File: src/rtl/wbPollPkg.sv
package wbPollPkg;

  typedef enum logic [2:0] {
    ST_IDLE,
    ST_ADDR,
    ST_ADDR_ACK,
    ST_DATA,
    ST_DATA_ACK,
    ST_SKIP
  } pollState_t;

  // Strobes from control to datapath
  typedef struct packed {
    logic clrBits;
    logic shiftEn;
    logic ackOn;
    logic ackOff;
    logic loadBusy;
  } pollStrobes_t;

  // Events and status from datapath to control
  typedef struct packed {
    logic sclRise;
    logic sclFall;
    logic startDet;
    logic stopDet;
    logic byteFull;
    logic addrMatch;
    logic rwBit;
    logic busy;
  } pollEvents_t;

endpackage

File: src/rtl/pollSync.sv
module pollSync #(
  parameter int STAGES    = 2,
  parameter bit RESET_VAL = 1'b1
) (
  input  logic clk,
  input  logic rstN,
  input  logic d,
  output logic q
);

  logic [STAGES-1:0] chain;

  always_ff @(posedge clk or negedge rstN) begin
    if (!rstN) chain <= {STAGES{RESET_VAL}};
    else       chain <= {chain[STAGES-2:0], d};
  end

  assign q = chain[STAGES-1];

endmodule

File: src/rtl/pollDatapath.sv
module pollDatapath
  import wbPollPkg::*;
#(
  parameter int         SYNC_STAGES = 2,
  parameter logic [6:0] DEV_ADDR    = 7'h2A,
  parameter int         BUSY_CYCLES = 500000
) (
  input  logic         clk,
  input  logic         rstN,
  input  logic         scl,
  input  logic         sdaIn,
  input  pollStrobes_t strobes,
  output pollEvents_t  events,
  output logic         sdaOe,
  output logic         busyStart,
  output logic         busy
);

  localparam int CNT_W  = $clog2(BUSY_CYCLES + 1);
  localparam int BITS_W = 4;
  localparam logic [BITS_W-1:0] BYTE_BITS = BITS_W'(8);
  localparam logic [CNT_W-1:0]  BUSY_LOAD = CNT_W'(BUSY_CYCLES);

  logic [1:0] rawLines;
  logic [1:0] syncLines;
  assign rawLines = {sdaIn, scl};

  // One synchronizer per bus line
  for (genvar g = 0; g < 2; g++) begin : gSync
    pollSync #(.STAGES(SYNC_STAGES), .RESET_VAL(1'b1)) u_sync (
      .clk (clk),
      .rstN(rstN),
      .d   (rawLines[g]),
      .q   (syncLines[g])
    );
  end

  logic sclNow, sdaNow, sclPrev, sdaPrev;
  assign sclNow = syncLines[0];
  assign sdaNow = syncLines[1];

  always_ff @(posedge clk or negedge rstN) begin
    if (!rstN) begin
      sclPrev <= 1'b1;
      sdaPrev <= 1'b1;
    end else begin
      sclPrev <= sclNow;
      sdaPrev <= sdaNow;
    end
  end

  logic [BITS_W-1:0] bitCnt;
  logic [7:0]        shiftReg;

  always_ff @(posedge clk or negedge rstN) begin
    if (!rstN) begin
      bitCnt   <= '0;
      shiftReg <= '0;
    end else if (strobes.clrBits) begin
      bitCnt <= '0;
    end else if (strobes.shiftEn) begin
      shiftReg <= {shiftReg[6:0], sdaNow};
      bitCnt   <= bitCnt + 1'b1;
    end
  end

  logic ackDrive;
  always_ff @(posedge clk or negedge rstN) begin
    if (!rstN)              ackDrive <= 1'b0;
    else if (strobes.ackOff) ackDrive <= 1'b0;
    else if (strobes.ackOn)  ackDrive <= 1'b1;
  end

  logic [CNT_W-1:0] busyCnt;
  logic             startQ;
  always_ff @(posedge clk or negedge rstN) begin
    if (!rstN) begin
      busyCnt <= '0;
      startQ  <= 1'b0;
    end else begin
      startQ <= strobes.loadBusy;
      if (strobes.loadBusy)   busyCnt <= BUSY_LOAD;
      else if (busyCnt != '0) busyCnt <= busyCnt - 1'b1;
    end
  end

  always_comb begin
    events.sclRise   = sclNow & ~sclPrev;
    events.sclFall   = ~sclNow & sclPrev;
    events.startDet  = sclNow & sclPrev & sdaPrev & ~sdaNow;
    events.stopDet   = sclNow & sclPrev & ~sdaPrev & sdaNow;
    events.byteFull  = (bitCnt == BYTE_BITS);
    events.addrMatch = (shiftReg[7:1] == DEV_ADDR);
    events.rwBit     = shiftReg[0];
    events.busy      = (busyCnt != '0);
  end

  assign sdaOe     = ackDrive;
  assign busyStart = startQ;
  assign busy      = (busyCnt != '0);

endmodule

File: src/rtl/pollCtrl.sv
module pollCtrl
  import wbPollPkg::*;
(
  input  logic         clk,
  input  logic         rstN,
  input  pollEvents_t  events,
  output pollStrobes_t strobes
);

  pollState_t state, stateNext;
  logic       dataSeen, dataSeenNext;

  always_ff @(posedge clk or negedge rstN) begin
    if (!rstN) begin
      state    <= ST_IDLE;
      dataSeen <= 1'b0;
    end else begin
      state    <= stateNext;
      dataSeen <= dataSeenNext;
    end
  end

  always_comb begin
    stateNext    = state;
    dataSeenNext = dataSeen;
    strobes      = '0;
    if (events.startDet) begin
      stateNext       = ST_ADDR;
      strobes.clrBits = 1'b1;
      strobes.ackOff  = 1'b1;
      dataSeenNext    = 1'b0;
    end else if (events.stopDet) begin
      stateNext        = ST_IDLE;
      strobes.clrBits  = 1'b1;
      strobes.ackOff   = 1'b1;
      strobes.loadBusy = dataSeen;
      dataSeenNext     = 1'b0;
    end else begin
      unique case (state)
        ST_ADDR, ST_DATA: begin
          if (events.sclRise && !events.byteFull) begin
            strobes.shiftEn = 1'b1;
          end
          if (events.sclFall && events.byteFull) begin
            if (state == ST_DATA) begin
              strobes.ackOn = 1'b1;
              stateNext     = ST_DATA_ACK;
            end else if (events.addrMatch && !events.busy) begin
              strobes.ackOn = 1'b1;
              stateNext     = ST_ADDR_ACK;
            end else begin
              stateNext = ST_SKIP;
            end
          end
        end
        ST_ADDR_ACK: begin
          if (events.sclFall) begin
            strobes.ackOff  = 1'b1;
            strobes.clrBits = 1'b1;
            stateNext       = events.rwBit ? ST_SKIP : ST_DATA;
          end
        end
        ST_DATA_ACK: begin
          if (events.sclFall) begin
            strobes.ackOff  = 1'b1;
            strobes.clrBits = 1'b1;
            dataSeenNext    = 1'b1;
            stateNext       = ST_DATA;
          end
        end
        default: ;
      endcase
    end
  end

endmodule

File: src/rtl/wbPollSlave.sv
module wbPollSlave
  import wbPollPkg::*;
#(
  parameter int         SYNC_STAGES = 2,
  parameter logic [6:0] DEV_ADDR    = 7'h2A,
  parameter int         BUSY_CYCLES = 500000
) (
  input  logic clk,
  input  logic rstN,
  input  logic scl,
  input  logic sdaIn,
  output logic sdaOe,
  output logic busyStart,
  output logic busy
);

  pollStrobes_t strobes;
  pollEvents_t  events;

  pollCtrl u_ctrl (
    .clk    (clk),
    .rstN   (rstN),
    .events (events),
    .strobes(strobes)
  );

  pollDatapath #(
    .SYNC_STAGES(SYNC_STAGES),
    .DEV_ADDR   (DEV_ADDR),
    .BUSY_CYCLES(BUSY_CYCLES)
  ) u_dp (
    .clk      (clk),
    .rstN     (rstN),
    .scl      (scl),
    .sdaIn    (sdaIn),
    .strobes  (strobes),
    .events   (events),
    .sdaOe    (sdaOe),
    .busyStart(busyStart),
    .busy     (busy)
  );

endmodule

File: config.mk
export PLATFORM = sky130hd
export DESIGN_NAME = wbPollSlave
export DESIGN_NICKNAME = d
export VERILOG_FILES = /design/src/rtl/wbPollPkg.sv /design/src/rtl/pollSync.sv /design/src/rtl/pollDatapath.sv /design/src/rtl/pollCtrl.sv /design/src/rtl/wbPollSlave.sv
export SDC_FILE = /design/constraint.sdc
export NUM_CORES = 1
export LEC_CHECK = 0
export CORE_UTILIZATION = 45
export CTS_CLUSTER_DIAMETER = 80
export DETAILED_ROUTE_END_ITERATION = 8
export GPL_ROUTABILITY_DRIVEN = 1
export GPL_TIMING_DRIVEN = 0
export PLACE_DENSITY = 0.7
export SLEW_MARGIN = 10
export SYNTH_ARGS = -nofsm -noshare
export SYNTH_HDL_FRONTEND = slang
export SYNTH_SLANG_ARGS = --single-unit
File: constraint.sdc
create_clock -name clk -period 4 [get_ports clk]
set_input_delay 0.8 -clock clk [delete_from_list [all_inputs] [get_ports clk]]
set_output_delay 0.8 -clock clk [all_outputs]
set_load 0.01 [all_outputs]
==> summary.md, run 1 <==
| Metric | Value |
|---|---|
| Diodes inserted | `0` |
| Largest area contributor in the netlist | `dfrtp_1` |
| Share of power burned in combinational logic | `0.316` |
| Met3 Wirelength | `120 microns` |
| First-pass GRT wire length | `7450 microns` |
| Routed wl met2 | `2000 microns` |
| Critical Path RT | `3.20 ns` |
| DRC violation count after routing | `0` |
| Synth Cell Area | `2210 sq um` |
| IO Count | `7` |
| Number of vias per cell after detailed routing | `5.52` |
| Starting utilization of the core area | `0.469` |
| Synth async-reset ratio | `1.00` |
| Slew margin rel. | `0.433` |
| Crit-path slowest cell | `clkdlybuf4s50_1` |
| Detailed Route Iter0 Violations | `62` |
| Switching power | `548 uW` |
| Clock transition time at the flip-flop clock pins of the worst setup and hold paths | `0.09 ns` |
| Primary FF master, synth | `dfrtp_1` |
| Leakage power of the design | `1.05 nW` |
| Grt total ovfl | `0` |
| Routed WL per cell | `14.6 microns` |
| F_max | `0.284 GHz` |
| Post-Route Setup TNS | `0 ns` |
| Highest metal layer with signal wires | `met4` |
| TritonCTS clock tree | `yes` |
| Clock Root Buffer | `clkbuf_8` |
| Setup-failing EPs final | `0` |
| # H-tree levels | `2` |
| Number of nets in the layout | `236` |
| Initial antenna violation count | `0` |
| Final hold violation count | `0` |
| Share of total power consumed by net switching | `0.372` |
| Total via count after detailed routing | `1633` |
| Met1 routed wirelength after detailed routing | `2130 microns` |
| Status | `finished, final reports clean` |
| Via count of the first global-routing pass | `1568` |
| Total Die Area | `5210 sq um` |
| Setup crit end kind | `output pin` |
| Power after layout | `1.47 mW` |
| Most frequent standard cell in the layout excluding fill and tap cells | `dfrtp_1` |
| Total length of routed wires | `4340 microns` |
| Post-Syn Nets | `222` |
| Horizontal extent of the die | `72.2 microns` |
| DPL Wire Length | `3080 microns` |
| Arrival time of the worst setup path | `2.72 ns` |
| Worst hold-check path type | `register to register` |
| Number of buffers added on ports | `6` |
| Buffers from clock root to sink, at most | `2` |
| PwrDens | `595 nW/um^2` |
| Sequential fraction of design power | `0.487` |
| Final Critical Period | `3.52 ns` |
| Share of cells above drive strength 1 | `0.140` |
| Total area of sequential cells | `1080 sq um` |
| Top-area cell type share of the netlist area | `0.418` |
| Slew Viols, Final | `0` |
| Critical Path Start Type | `register` |
| Cell Int Power | `924 uW` |
| Area added between synthesis and finish | `11.7%` |
| Avg Synthesized Cell Area | `10.3 sq um` |
| Gate count of the mapped netlist | `214` |
| Total core area | `4720 sq um` |
| Inserted Clock Buffers | `5` |
| Largest net degree at the start of global routing | `26` |
| Register area share after synthesis | `0.489` |
| Detailed Routing Iterations Pass 1 | `4` |
| Final weighted congestion in routability-driven placement | `0.816` |
| Crit share post-route | `0.880` |
| Unrepaired setup endpoints after global routing | `no` |
| Yosys warns | `0` |
| Maximum fanout along the worst path | `10` |
| Top library cells by usage in the layout, fill and taps aside | `37 x dfrtp_1, 16 x nand2_1, 13 x a21oi_1, 9 x nand3_1, 9 x o21ai_0` |
| Critical path class | `register to output pin` |
| # Post-CTS Setup Buffers | `0` |
| CTS Sinks | `43` |
| Part of the power in the clock network | `0.197` |
| Clock Latency Late Sink | `0.30 ns` |
| ANT nets after route | `0` |
| Cell variety after synth | `51` |
| Ranking of synthesized cells by area | `dfrtp_1 42%, dfstp_2 7.1%, mux2_2 4.1%` |
| Peak supply drop | `344 uV` |
| Die height | `72.2 microns` |
| Hold buffers post-CTS | `0` |
| CP peak stage delay | `0.50 ns` |
| Count of instances resized after the clock tree is built | `0` |
| Worst Max-Slew Pin Slew | `0.843 ns` |
| Number of synthesized flops with an enable pin | `0` |
| Worst Skew | `0.00751 ns` |
| Number of violations of the max-capacitance limit | `0` |
| Number of storage elements in the synthesis netlist | `43` |
| Std cell rows | `25` |
| Cells along the critical path | `inv_1 -> ha_1 -> or4b_1 -> nor3_1 -> buf_2 -> nand2_1 -> clkdlybuf4s50_1` |
| Gr usage total | `0.187` |
| Multi-input gate area in the final layout | `1060 sq um` |
| Filler Cell Count | `439` |
## cell usage after synthesis, types with 2 or more instances
master	instances
and3_1	2
nor4_1	4
nand2_1	16
dfstp_2	6
o211ai_1	2
ha_1	4
mux2_2	8
or4_1	4
nor2_1	7
nand2b_1	8
nor2b_1	3
o31ai_1	7
or3_1	4
nand3_1	9
mux2i_1	7
nor4b_1	2
nor3_1	8
o21ai_0	9
and2_1	5
a21oi_1	13
dfrtp_1	37
or4_4	2
a211o_1	2
xor2_1	4
nand4_1	2
a211oi_1	4
inv_1	8
clkbuf_1	4
## power groups by stage
stage	clock, mW	sequential (mW)	combinational, mW
floorplan	0	0.683	0.376
global placement	0	0.716	0.445
detailed placement	0	0.723	0.464
CTS	0.298	0.715	0.468
global route	0.311	0.743	0.526
finish	0.289	0.717	0.465
## final cells by class
| type | instances | area share |
|---|---|---|
| sequential | 43 | 0.438 |
| multi-input combinational | 156 | 0.430 |
| tap | 67 | 0.0339 |
| timing repair buffer | 7 | 0.0334 |
| clock buffer | 5 | 0.0278 |
| buffer | 7 | 0.0147 |
| inverter | 8 | 0.0121 |
| clock inverter | 3 | 0.00961 |
## through the flow
stage / instance area, sq um / utilization / hold slack (ns) / worst slack, ns / cells
after CTS: 2470 / 0.524 / 0.360 / 0.466 / 296
after detailed placement: 2380 / 0.504 / 0.347 / 0.824 / 288
after global placement: 2360 / 0.499 / 0.346 / 0.834 / 287
after global routing: 2470 / 0.524 / 0.367 / 0.307 / 296
final: 2470 / 0.524 / 0.359 / 0.478 / 296
after floorplan: 2210 / - / 0.345 / 1.60 / 214
## flip-flops by register name (all words and copies together) (netlist names)
name and flops:
u_dp.busyStart 1, u_ctrl.dataSeen 1, u_dp.gSync.u_sync.chain 4, u_dp.sdaPrev 1
u_dp.bitCnt 4, u_ctrl.state 3, u_dp.sclPrev 1, u_dp.sdaOe 1
u_dp.shiftReg 8, u_dp.busyCnt 19
## worst paths after layout
| kind | from | to | slack (ns) | cells past startpoint |
|---|---|---|---|---|
| worst max register to register | u_dp.busyCnt[0]$_DFFE_PN0P_ | u_ctrl.state[1]$_DFFE_PN0P_ | 1.65 | 7 |
| worst min-delay path | u_dp.gSync[0].u_sync.chain[0]$_DFF_PN1_ | u_dp.gSync[0].u_sync.chain[1]$_DFF_PN1_ | 0.36 | 0 |
| min in group asynchronous | rstN | u_dp.bitCnt[2]$_DFFE_PN0P_ | 0.45 | 1 |
| worst min register to register | u_dp.gSync[0].u_sync.chain[0]$_DFF_PN1_ | u_dp.gSync[0].u_sync.chain[1]$_DFF_PN1_ | 0.36 | 0 |
| worst max-delay path | u_dp.busyCnt[0]$_DFFE_PN0P_ | busy | 0.48 | 7 |
| max in group asynchronous | rstN | u_dp.gSync[0].u_sync.chain[0]$_DFF_PN1_ | 2.99 | 2 |
## critical path: cells and delay by family, from the launching register on
kind,cells,cell delay [ns]
fa+ha+maj,1,0.17
flops,1,0.42
buf+inv,3,0.92
simple gates,3,0.91
## cells by family (layout without fill, tap and decap cells)
| family | count (synthesis) | after routing | synth area share |
|---|---|---|---|
| AOI/OAI and AO/OA | 48 | 48 | 0.148 |
| xor gates and xnor gates | 4 | 4 | 0.0158 |
| adders and majority gates | 4 | 4 | 0.0226 |
| buffers and inverters | 15 | 30 | 0.0299 |
| DFF | 43 | 43 | 0.489 |
| muxes | 15 | 15 | 0.0723 |
| and+or+nand+nor | 85 | 85 | 0.222 |
## layer usage
layer / global-route usage / vias to the layer above
li1: - / 821
met1: 0.259 / 783
met2: 0.285 / 21
met3: 0.0486 / 8
met4: 0.0675 / 0
met5: 0 / -
No activity file was read; power rests on OpenSTA's default activity.
==> inputs of run 2 (changes only) <==
DONT_BUFFER_PORTS = 1   (was unset)
PLACE_DENSITY = 0.69   (was 0.7)
==> run 2 against run 1 <==
Net effect: final cell count decreased by 2.4%; clock skew fell by 0.00088 ns; first-iteration DRC count is 98% higher; setup slack better by 0.40 ns; via count rose by 0.98%; sequential share of layout area rose by 1.5 points; routed wire length decreased by 1.9%; maximum frequency grew 13%; critical path depth down 1; final area shrank 3.3%.
==> summary.md, run 2 (same netlist as run 1, synthesis figures left out) <==
| Metric | Value |
|---|---|
| Status | `finished, final reports clean` |
| Detailed Routing Iterations Pass 1 | `4` |
| Clock Root Buffer | `clkbuf_8` |
| Largest registers in the final layout | `u_dp.busyCnt x19, u_dp.shiftReg x8` |
| Inserted Clock Buffers | `5` |
| Filler Cell Count | `432` |
| Maximum fanout along the worst path | `10` |
| F_max | `0.321 GHz` |
| Final hold violation count | `0` |
| Buffers from clock root to sink, at most | `2` |
| Diodes inserted | `0` |
| DPL Wire Length | `2870 microns` |
| Starting utilization of the core area | `0.469` |
| Slew margin rel. | `0.417` |
| Final Critical Period | `3.12 ns` |
| Clock transition time at the flip-flop clock pins of the worst setup and hold paths | `0.09 ns` |
| Critical Path RT | `3.20 ns` |
| TritonCTS clock tree | `yes` |
| Crit-path slowest cell | `or4b_1` |
| Grt total ovfl | `0` |
| CP peak stage delay | `0.48 ns` |
| Setup crit end kind | `output pin` |
| Slew Viols, Final | `0` |
| Unrepaired setup endpoints after global routing | `no` |
| Worst slack, placed | `1.26 ns` |
| Total via count after detailed routing | `1649` |
| Worst Max-Slew Pin Slew | `0.868 ns` |
| Hold buffers post-CTS | `0` |
| Total Die Area | `5210 sq um` |
| Largest net degree at the start of global routing | `44` |
| Total area of sequential cells | `1080 sq um` |
| DRC violation count after routing | `0` |
| Critical path class | `register to output pin` |
| Final critical-path setup slack | `0.881 ns` |
| # H-tree levels | `2` |
| Share of cells above drive strength 1 | `0.135` |
| Post-Route Setup TNS | `0 ns` |
| Register with the most flip-flops | `u_dp.busyCnt` |
| Arrival time of the worst setup path | `2.32 ns` |
| Die height | `72.2 microns` |
| Horizontal extent of the die | `72.2 microns` |
| Number of buffers added on ports | `0` |
| # Post-CTS Setup Buffers | `0` |
| Number of violations of the max-capacitance limit | `0` |
| Crit share post-route | `0.780` |
| CP top delay family | `simple AND/OR/NAND/NOR gates` |
| First-pass GRT wire length | `7400 microns` |
| Total core area | `4720 sq um` |
| Routed WL per cell | `14.7 microns` |
| Multi-input gate area in the final layout | `1060 sq um` |
| Worst hold-check path type | `input pin to asynchronous set/reset pin` |
| Cells along the critical path | `inv_1 -> ha_1 -> or4b_1 -> nor3_1 -> buf_2 -> nand2_1` |
| Clock Latency Late Sink | `0.30 ns` |
| Detailed Route Iter0 Violations | `123` |
| Peak supply drop | `400 uV` |
| Max FFs per register | `19` |
| Via count of the first global-routing pass | `1548` |
| Number of buffer and inverter instances along the worst setup path | `2` |
| IO Count | `7` |
| Top library cells by usage in the layout, fill and taps aside | `37 x dfrtp_1, 16 x nand2_1, 13 x a21oi_1, 9 x nand3_1, 9 x o21ai_0` |
| Final weighted congestion in routability-driven placement | `0.822` |
| Leakage power of the design | `1.01 nW` |
| Setup-failing EPs final | `0` |
| Area added between synthesis and finish | `7.97%` |
| ANT nets after route | `0` |
| Gr usage total | `0.182` |
| Number of vias per cell after detailed routing | `5.71` |
| Critical Path Start Type | `register` |
| Most frequent standard cell in the layout excluding fill and tap cells | `dfrtp_1` |
| Std cell rows | `25` |
| Count of instances resized after the clock tree is built | `0` |
| PwrDens | `609 nW/um^2` |
| Initial antenna violation count | `0` |
| Total length of routed wires | `4250 microns` |
| Worst Skew | `0.00663 ns` |
| CTS Sinks | `43` |
| Number of nets in the layout | `229` |
-- run 2: changes by cell type in the layout (fill, tap and decap cells not counted) --
cell	before	now
buf_16	1	0
buf_2	2	1
clkdlybuf4s50_1	5	0
-- run 2: worst register-to-register path, stage by stage, from the launching register on --
cell and delay [ns]:
dfrtp_1 0.42, inv_1 0.11, ha_1 0.17, or4b_1 0.48
nor3_1 0.36, buf_2 0.31, nand2_1 0.17, a211oi_1 0.26
-- run 2: per-stage QoR --
| step | cell area, sq um | hold slack, ns | utilization | cells | total power, mW |
|---|---|---|---|---|---|
| floorplan | 2210 | 0.345 | - | 214 | 1.06 |
| global placement | 2300 | 0.346 | 0.487 | 281 | 1.15 |
| detailed placement | 2300 | 0.347 | 0.487 | 281 | 1.17 |
| CTS | 2390 | 0.169 | 0.506 | 289 | 1.46 |
| global route | 2390 | 0.163 | 0.506 | 289 | 1.57 |
| finish | 2390 | 0.180 | 0.506 | 289 | 1.46 |
-- run 2: cell type report --
type                            count  area share
Buffer                              7      0.0152
Clock buffer                        5      0.0288
Clock inverter                      3     0.00994
Inverter                            8      0.0126
Multi-Input combinational cell    156       0.445
Sequential cell                    43       0.453
Tap cell                           67      0.0351
-- run 2: path summary, 6_finish.rpt --
kind                                                              start                                       to  slack [ns]  cells past startpoint
max in group asynchronous                                          rstN  u_dp.gSync[1].u_sync.chain[0]$_DFF_PN1_        3.64                      0
min in group clk                u_dp.gSync[0].u_sync.chain[0]$_DFF_PN1_  u_dp.gSync[0].u_sync.chain[1]$_DFF_PN1_        0.36                      0
worst max register to register              u_dp.busyCnt[0]$_DFFE_PN0P_              u_dp.busyCnt[1]$_DFFE_PN0P_        1.63                      7
worst min-delay path                                               rstN             u_dp.busyCnt[14]$_DFFE_PN0P_        0.18                      0
worst max-delay path                        u_dp.busyCnt[0]$_DFFE_PN0P_                                     busy        0.88                      6
worst min register to register  u_dp.gSync[0].u_sync.chain[0]$_DFF_PN1_  u_dp.gSync[0].u_sync.chain[1]$_DFF_PN1_        0.36                      0
-- run 2: metal layers --
layer	wire length, microns	part of all wire	track usage	vias to the layer above
met2	1930	0.45	0.263	17
met3	69	0.016	0.0333	7
met5	0	0	0	-
li1	-	-	-	809
met1	2180	0.51	0.268	816
met4	83	0.020	0.0784	0
-- run 2: power breakdown --
| part | internal, mW | switching, mW | total (mW) |
|---|---|---|---|
| logic | 0.217 | 0.235 | 0.452 |
| registers | 0.578 | 0.138 | 0.716 |
| clock network | 0.125 | 0.163 | 0.288 |
